$ cat src/rtl/sar_pkg.sv
package sar_pkg;

   localparam int WORD_MAX = 32;

   typedef enum logic [1:0] {
      FMT_RJ  = 2'b00,
      FMT_LJ  = 2'b01,
      FMT_I2S = 2'b10,
      FMT_DSP = 2'b11
   } frame_fmt_e;

   // number of bits on the wire for a word-length code
   function automatic logic [5:0] word_bits(input logic [1:0] code);
      case (code)
         2'b00:   return 6'd16;
         2'b01:   return 6'd20;
         2'b10:   return 6'd24;
         default: return 6'd32;
      endcase
   endfunction

endpackage

$ cat src/rtl/sar_edge_pick.sv
module sar_edge_pick #(
   parameter int SYNC_STAGES = 2
) (
   input  logic clk,
   input  logic rst_n,
   input  logic bclk_i,
   input  logic frame_i,
   input  logic sdata_i,
   input  logic fall_sel,
   output logic strobe_o,
   output logic frame_o,
   output logic sdata_o
);
   localparam int LAST = SYNC_STAGES - 1;

   // bit 2 bit clock, bit 1 frame, bit 0 data
   logic [2:0] stage [SYNC_STAGES];
   logic       bclk_prev;

   generate
      for (genvar g = 0; g < SYNC_STAGES; g++) begin : g_sync
         if (g == 0) begin : g_first
            always_ff @(posedge clk or negedge rst_n)
               if (!rst_n) stage[g] <= 3'b000;
               else        stage[g] <= {bclk_i, frame_i, sdata_i};
         end else begin : g_next
            always_ff @(posedge clk or negedge rst_n)
               if (!rst_n) stage[g] <= 3'b000;
               else        stage[g] <= stage[g-1];
         end
      end
   endgenerate

   always_ff @(posedge clk or negedge rst_n)
      if (!rst_n) bclk_prev <= 1'b0;
      else        bclk_prev <= stage[LAST][2];

   assign strobe_o = (stage[LAST][2] != bclk_prev) && (stage[LAST][2] == ~fall_sel);
   assign frame_o  = stage[LAST][1];
   assign sdata_o  = stage[LAST][0];

endmodule

$ cat src/rtl/sar_slot_track.sv
module sar_slot_track
   import sar_pkg::*;
(
   input  logic       clk,
   input  logic       rst_n,
   input  logic       strobe,
   input  logic       frame,
   input  logic [1:0] fmt,
   input  logic       lr_pol,
   input  logic [1:0] wlen,
   output logic       shift_en,
   output logic       done,
   output logic       done_pre,
   output logic       done_right,
   output logic       armed_o,
   output logic       bad_cfg
);
   localparam int CNT_W = $clog2(2 * WORD_MAX + 3);
   localparam logic [CNT_W-1:0] CNT_TOP = '1;

   logic             half_prev, frame_prev, armed_q;
   logic [CNT_W-1:0] idx_q, idx_now, wb, off;
   logic             is_dsp, half_left, boundary, armed_now;

   always_comb begin
      is_dsp    = (fmt == FMT_DSP);
      half_left = (fmt == FMT_I2S) ? (~frame ^ lr_pol) : (frame ^ lr_pol);
      boundary  = is_dsp ? (frame & ~frame_prev) : (half_left != half_prev);
      idx_now   = boundary ? '0 : ((idx_q == CNT_TOP) ? idx_q : idx_q + 1'b1);
      armed_now = armed_q | boundary;
      wb        = CNT_W'(word_bits(wlen));
      off       = ((fmt == FMT_I2S) || (is_dsp && !lr_pol)) ? CNT_W'(1) : '0;
      bad_cfg   = (fmt == FMT_RJ) && (wlen == 2'b11);

      shift_en   = 1'b0;
      done       = 1'b0;
      done_pre   = 1'b0;
      done_right = 1'b0;
      if (strobe && !bad_cfg) begin
         case (fmt)
            FMT_RJ: begin
               shift_en = 1'b1;
               if (boundary && armed_q) begin
                  done       = 1'b1;
                  done_pre   = 1'b1;
                  done_right = ~half_prev;
               end
            end
            FMT_DSP: begin
               if (armed_now && idx_now >= off && idx_now < off + (wb << 1)) begin
                  shift_en = 1'b1;
                  if (idx_now == off + wb - 1'b1) begin
                     done = 1'b1;
                  end else if (idx_now == off + (wb << 1) - 1'b1) begin
                     done       = 1'b1;
                     done_right = 1'b1;
                  end
               end
            end
            default: begin
               if (armed_now && idx_now >= off && idx_now < off + wb) begin
                  shift_en = 1'b1;
                  if (idx_now == off + wb - 1'b1) begin
                     done       = 1'b1;
                     done_right = ~half_left;
                  end
               end
            end
         endcase
      end
   end

   always_ff @(posedge clk or negedge rst_n)
      if (!rst_n) begin
         half_prev  <= 1'b0;
         frame_prev <= 1'b0;
         idx_q      <= '0;
         armed_q    <= 1'b0;
      end else if (strobe) begin
         half_prev  <= half_left;
         frame_prev <= frame;
         idx_q      <= idx_now;
         armed_q    <= armed_now;
      end

   assign armed_o = armed_q;

endmodule

$ cat src/rtl/sar_word_pack.sv
module sar_word_pack
   import sar_pkg::*;
#(
   parameter int OUT_W = 24
) (
   input  logic             clk,
   input  logic             rst_n,
   input  logic             sdata,
   input  logic             shift_en,
   input  logic             done,
   input  logic             done_pre,
   input  logic             done_right,
   input  logic [1:0]       wlen,
   output logic [OUT_W-1:0] left_o,
   output logic [OUT_W-1:0] right_o,
   output logic             valid_o
);
   localparam int SH_W = $clog2(WORD_MAX + 1);

   logic [WORD_MAX-1:0] sr_q, sr_next, src, aligned;
   logic [SH_W-1:0]     lift;
   logic [OUT_W-1:0]    sample, left_hold;
   logic                left_seen;

   always_comb begin
      sr_next = {sr_q[WORD_MAX-2:0], sdata};
      src     = done_pre ? sr_q : sr_next;
      lift    = SH_W'(WORD_MAX) - SH_W'(word_bits(wlen));
      aligned = src << lift;                 // word MSB at top, zeros below
      sample  = OUT_W'(aligned >> (WORD_MAX - OUT_W));
   end

   always_ff @(posedge clk or negedge rst_n)
      if (!rst_n) begin
         sr_q      <= '0;
         left_hold <= '0;
         left_seen <= 1'b0;
         left_o    <= '0;
         right_o   <= '0;
         valid_o   <= 1'b0;
      end else begin
         valid_o <= 1'b0;
         if (shift_en) sr_q <= sr_next;
         if (done) begin
            if (!done_right) begin
               left_hold <= sample;
               left_seen <= 1'b1;
            end else if (left_seen) begin
               left_o    <= left_hold;
               right_o   <= sample;
               valid_o   <= 1'b1;
               left_seen <= 1'b0;
            end
         end
      end

endmodule

$ cat src/rtl/serial_audio_rx.sv
module serial_audio_rx
   import sar_pkg::*;
#(
   parameter int OUT_W       = 24,
   parameter int SYNC_STAGES = 2
) (
   input  logic             clk,
   input  logic             rst_n,
   input  logic             bclk_i,
   input  logic             frame_i,
   input  logic             sdata_i,
   input  logic [1:0]       fmt_i,
   input  logic             lr_pol_i,
   input  logic             bclk_fall_i,
   input  logic [1:0]       wlen_i,
   output logic [OUT_W-1:0] left_o,
   output logic [OUT_W-1:0] right_o,
   output logic             valid_o,
   output logic             cfg_err_o
);
   generate
      if (OUT_W < 8 || OUT_W > WORD_MAX) begin : g_bad_width
         $error("OUT_W must lie between 8 and the widest word");
      end
      if (SYNC_STAGES < 1) begin : g_bad_sync
         $error("SYNC_STAGES must be at least 1");
      end
   endgenerate

   logic strobe, frame_s, sdata_s;
   logic shift_en, done, done_pre, done_right, armed;

   sar_edge_pick #(.SYNC_STAGES(SYNC_STAGES)) u_edge (
      .clk      (clk),
      .rst_n    (rst_n),
      .bclk_i   (bclk_i),
      .frame_i  (frame_i),
      .sdata_i  (sdata_i),
      .fall_sel (bclk_fall_i),
      .strobe_o (strobe),
      .frame_o  (frame_s),
      .sdata_o  (sdata_s)
   );

   sar_slot_track u_track (
      .clk        (clk),
      .rst_n      (rst_n),
      .strobe     (strobe),
      .frame      (frame_s),
      .fmt        (fmt_i),
      .lr_pol     (lr_pol_i),
      .wlen       (wlen_i),
      .shift_en   (shift_en),
      .done       (done),
      .done_pre   (done_pre),
      .done_right (done_right),
      .armed_o    (armed),
      .bad_cfg    (cfg_err_o)
   );

   sar_word_pack #(.OUT_W(OUT_W)) u_pack (
      .clk        (clk),
      .rst_n      (rst_n),
      .sdata      (sdata_s),
      .shift_en   (shift_en),
      .done       (done),
      .done_pre   (done_pre),
      .done_right (done_right),
      .wlen       (wlen_i),
      .left_o     (left_o),
      .right_o    (right_o),
      .valid_o    (valid_o)
   );

endmodule

$ cat config.mk
export PLATFORM = sky130hd
export DESIGN_NAME = serial_audio_rx
export DESIGN_NICKNAME = d
export VERILOG_FILES = /design/src/rtl/sar_pkg.sv /design/src/rtl/sar_edge_pick.sv /design/src/rtl/sar_slot_track.sv /design/src/rtl/sar_word_pack.sv /design/src/rtl/serial_audio_rx.sv
export SDC_FILE = /design/constraint.sdc
export NUM_CORES = 1
export LEC_CHECK = 0
export BUFFER_PORTS_ARGS = -buffer_cell sky130_fd_sc_hd__buf_2
export CORE_UTILIZATION = 56
export CTS_BUF_LIST = sky130_fd_sc_hd__clkbuf_2
export DETAILED_ROUTE_END_ITERATION = 6
export MAX_ROUTING_LAYER = met4
export PLACE_DENSITY = 0.78
export RECOVER_POWER = 25
export SKIP_LAST_GASP = 1
export SYNTH_ARGS = -nofsm -noshare
export SYNTH_HDL_FRONTEND = slang
export SYNTH_HIERARCHICAL = 1
export SYNTH_SLANG_ARGS = --single-unit
export TNS_END_PERCENT = 50
$ cat constraint.sdc
create_clock -name clk -period 3.9 [get_ports clk]
set_input_delay 0.195 -clock clk [delete_from_list [all_inputs] [get_ports clk]]
set_output_delay 0.195 -clock clk [all_outputs]
set_load 0.05 [all_outputs]
==> run_results.csv <==
group,metric,value,unit
detailed_routing,wl,18200,um
global_routing,use_met2,43.1,%
logic_synthesis,syn_area,7160,um^2
floorplan,start_util,58.4,%
detailed_routing,post_drt_wl_per_cell,18.7,um
final_layout,final_util,69.1,%
setup_path,r2r-start,"u_track/idx_q[0]",
logic_synthesis,syn_inst,687,
timing,report.final.slew_viol_count,72,
floorplan,dieHeight,115,um
final_layout,syn2layout_area_growth,18.3,%
detailed_routing,num_vias,5897,
clocking,cts_tree,"done",
floorplan,ioPinCount,61,
timing,slew-limit-headroom,-15.3,%
final_layout,num-fill-cells,934,
global_routing,met3_usage,5.01,%
global_routing,grt_first_pass_wirelength,29100,um
logic_synthesis,syn_avg_cell_area,10.4,um^2
clocking,cts.htree.levels,4,
final_layout,nNetsFinal,827,
placement,port_buffers,60,
setup_path,crit_start,"u_track/idx_q[0]",
detailed_routing,drt_iter0_markers,738,
setup_path,rrSetupSlack,150,ps
clocking,cts-buffers-inserted,17,
floorplan,dieArea,13200,um^2
logic_synthesis,yosysUniqueCellTypes,71,
setup_path,critPathCapture,"u_pack/right_o[17]",
power,p_leak,3.97,nW
power,powerDensity,440,nW/um^2
timing,setup_violations,0,
final_layout,final_cell_mix,"129 x nand2_1, 122 x dfrtp_1, 62 x buf_4",
detailed_routing,vias_per_cell,6.05,
setup_path,cp-start-kind,"register",
outcome,violations,"capacitance limit, slew limit",
global_routing,top_usage_layer,"met2",
placement,gp_congestion,0.984,
final_layout,fin_area,8470,um^2
detailed_routing,drc,0,
logic_synthesis,synth_flop_cell,"dfrtp_1",
floorplan,rows,40,
detailed_routing,final_antenna_net_count,0,
global_routing,antenna_found_initial,0,
global_routing,grt_max_degree,72,
detailed_routing,drt_pre_antenna_iters,5,
logic_synthesis,yosysSeqAreaShare,43.0,%
clocking,clock_sinks,123,
setup_path,reg2regPathDepth,18,
clocking,clock_path_buffers,2,
final_layout,regArea,3080,um^2
global_routing,grtUsageMet1,42.7,%
placement,placed_area,7930,um^2
timing,clock_skew,32.6,ps
job,cap_violations,1,
logic_synthesis,yosys_warnings,6,
global_routing,first_global_vias,5612,
setup_path,r2r_end,"u_pack/right_o[17]",
timing,fmax,267,MHz
outcome,status,"complete, but fails checks",
clocking,root_buffer,"clkbuf_2",
setup_path,crit_path_end_kind,"register",
timing,rsz0062_at_grt,"yes",
global_routing,grt_use_total,29.8,%
timing,hold_slack,80.1,ps
setup_path,path_class,"reg2reg",
placement,dp_hpwl,13500,um
power,power,3.73,mW
final_layout,layout_commonest_cell,"nand2_1",
logic_synthesis,synth_edf_count,0,
timing,hold_viol,0,
final_layout,multi_input_area,3920,um^2
logic_synthesis,yosysTopAreaCell,"dfrtp_1",
logic_synthesis,synth_area_leaders,"dfrtp_1 43%, mux2_2 7.5%, nand2_1 6.9%",
timing,period_share,96.1,%
setup_path,crit_required,4510,ps
global_routing,grt_overflow,0,
final_layout,diodes,0,
logic_synthesis,async_reset_ff_share,100,%
setup_path,worstPathArrival,4360,ps
floorplan,die_x,115,um
final_layout,drive_above_1_share,32.9,%
clocking,worstSkewPairLatency,690,ps
power,vdd_drop_max,244,uV
worst_hold_path,min_path_type,"in2reg",
timing,worst_pin_slew,1730,ps
setup_path,crit_path_max_fanout,6,
floorplan,coreArea,12300,um^2
clocking,clk_pin_slew,200,ps
timing,finalCriticalPeriod,3750,ps
logic_synthesis,yosysTopAreaCellShare,43.0,%
logic_synthesis,synth_seq_cells,123,
timing,fin_setup_tns,0,ps
logic_synthesis,syn_nets,721,
## metal layers
| layer | vias up | wire length, um |
|---|---|---|
| met5 | - | 0 |
| met4 | 0 | 335 |
| met3 | 30 | 1120 |
| met2 | 236 | 8430 |
| met1 | 2921 | 8360 |
| li1 | 2710 | - |
## registers in the layout (all words and copies together) (netlist names)
register            cells
u_pack/sr_q            32
u_track/frame_prev      1
u_edge/bclk_prev        1
u_track/idx_q           7
u_track/half_prev       1
u_edge/stage            4
u_edge/sdata_o          1
u_track/armed_o         1
u_pack/left_seen        1
u_edge/frame_o          1
u_pack/left_hold       24
u_pack/valid_o          1
u_pack/left_o          24
u_pack/right_o         24
## per-stage QoR
step | setup slack [ps] | std cells
final | 154 | 974
after global routing | -96.0 | 974
after CTS | 33.5 | 968
after detailed placement | -283 | 931
after global placement | -109 | 931
after floorplan | 19.5 | 687
## cells in the mapped netlist (all sizes together) (4+ instances only)
library cell / instances
and3: 4
dfrtp: 123
xnor2: 5
o211ai: 9
o221ai: 10
o21ai: 31
buf: 25
mux4: 18
nand4b: 4
nand3: 14
a31oi: 12
inv: 16
nor2b: 10
nand2b: 9
mux2: 48
nand2: 133
a32oi: 4
nor4: 4
a22oi: 5
clkbuf: 17
nor2: 22
mux2i: 42
nor3: 19
and2: 7
a21oi: 10
xor2: 7
ha: 23
a22o: 8
or3: 6
## how the worst min path moves through the flow
stage	cells after the start	startpoint	end
floorplan	0	rst_n	u_edge/bclk_prev
global placement	1	frame_i	u_edge/stage[4]
detailed placement	1	sdata_i	u_edge/stage[3]
CTS	5	bclk_fall_i	u_track/half_prev
global route	5	bclk_fall_i	u_track/half_prev
finish	5	bclk_fall_i	u_track/half_prev
## critical path, stage by stage, from the launching register on
cell and delay [ps]:
dfrtp_1 420, ha_2 220, and2_1 200, a31oi_1 290, and3_4 260, ha_1 260, a21oi_2 130, nor2_1 50
o21ai_1 120, nand3b_1 140, a211oi_4 240, nand4_1 160, a221oi_2 280, buf_4 160, nand3_4 110, nor2_4 220
buf_4 160, nand3_1 80, o211ai_1 220
## where the power goes
group	switching, mW	internal [mW]	leakage (nW)	total (mW)
sequential	0.153	1.41	1.66	1.57
combinational	0.620	0.510	2.12	1.13
clock	0.528	0.499	0.180	1.03
## kinds of logic after synthesis
| logic type | synth area share [%] |
|---|---|
| DFF | 43.0 |
| buffers and inverters | 4.42 |
| AOI/OAI and AO/OA | 11.7 |
| adders and majority gates | 4.02 |
| muxes | 19.2 |
| xor gates and xnor gates | 1.80 |
| and+or+nand+nor | 15.9 |
## layout make-up
type	instances	area share [%]
clock buffers	17	1.00
clock inverters	15	2.79
inverters	17	0.753
multi-input cells	504	46.3
flip-flops and latches	123	36.4
well taps	168	2.48
repair buffers	130	10.3
## timing repair
action | 4_1_cts | 5_1_grt
pin swaps | 0 | 10
setup buffers | 0 | 6
hold buffers | 5 | 0
hold endpoints to repair | 73 | 0
setup endpoints to repair | 6 | 74
resized for setup | 2 | 29
No activity file was read; power rests on OpenSTA's default activity.
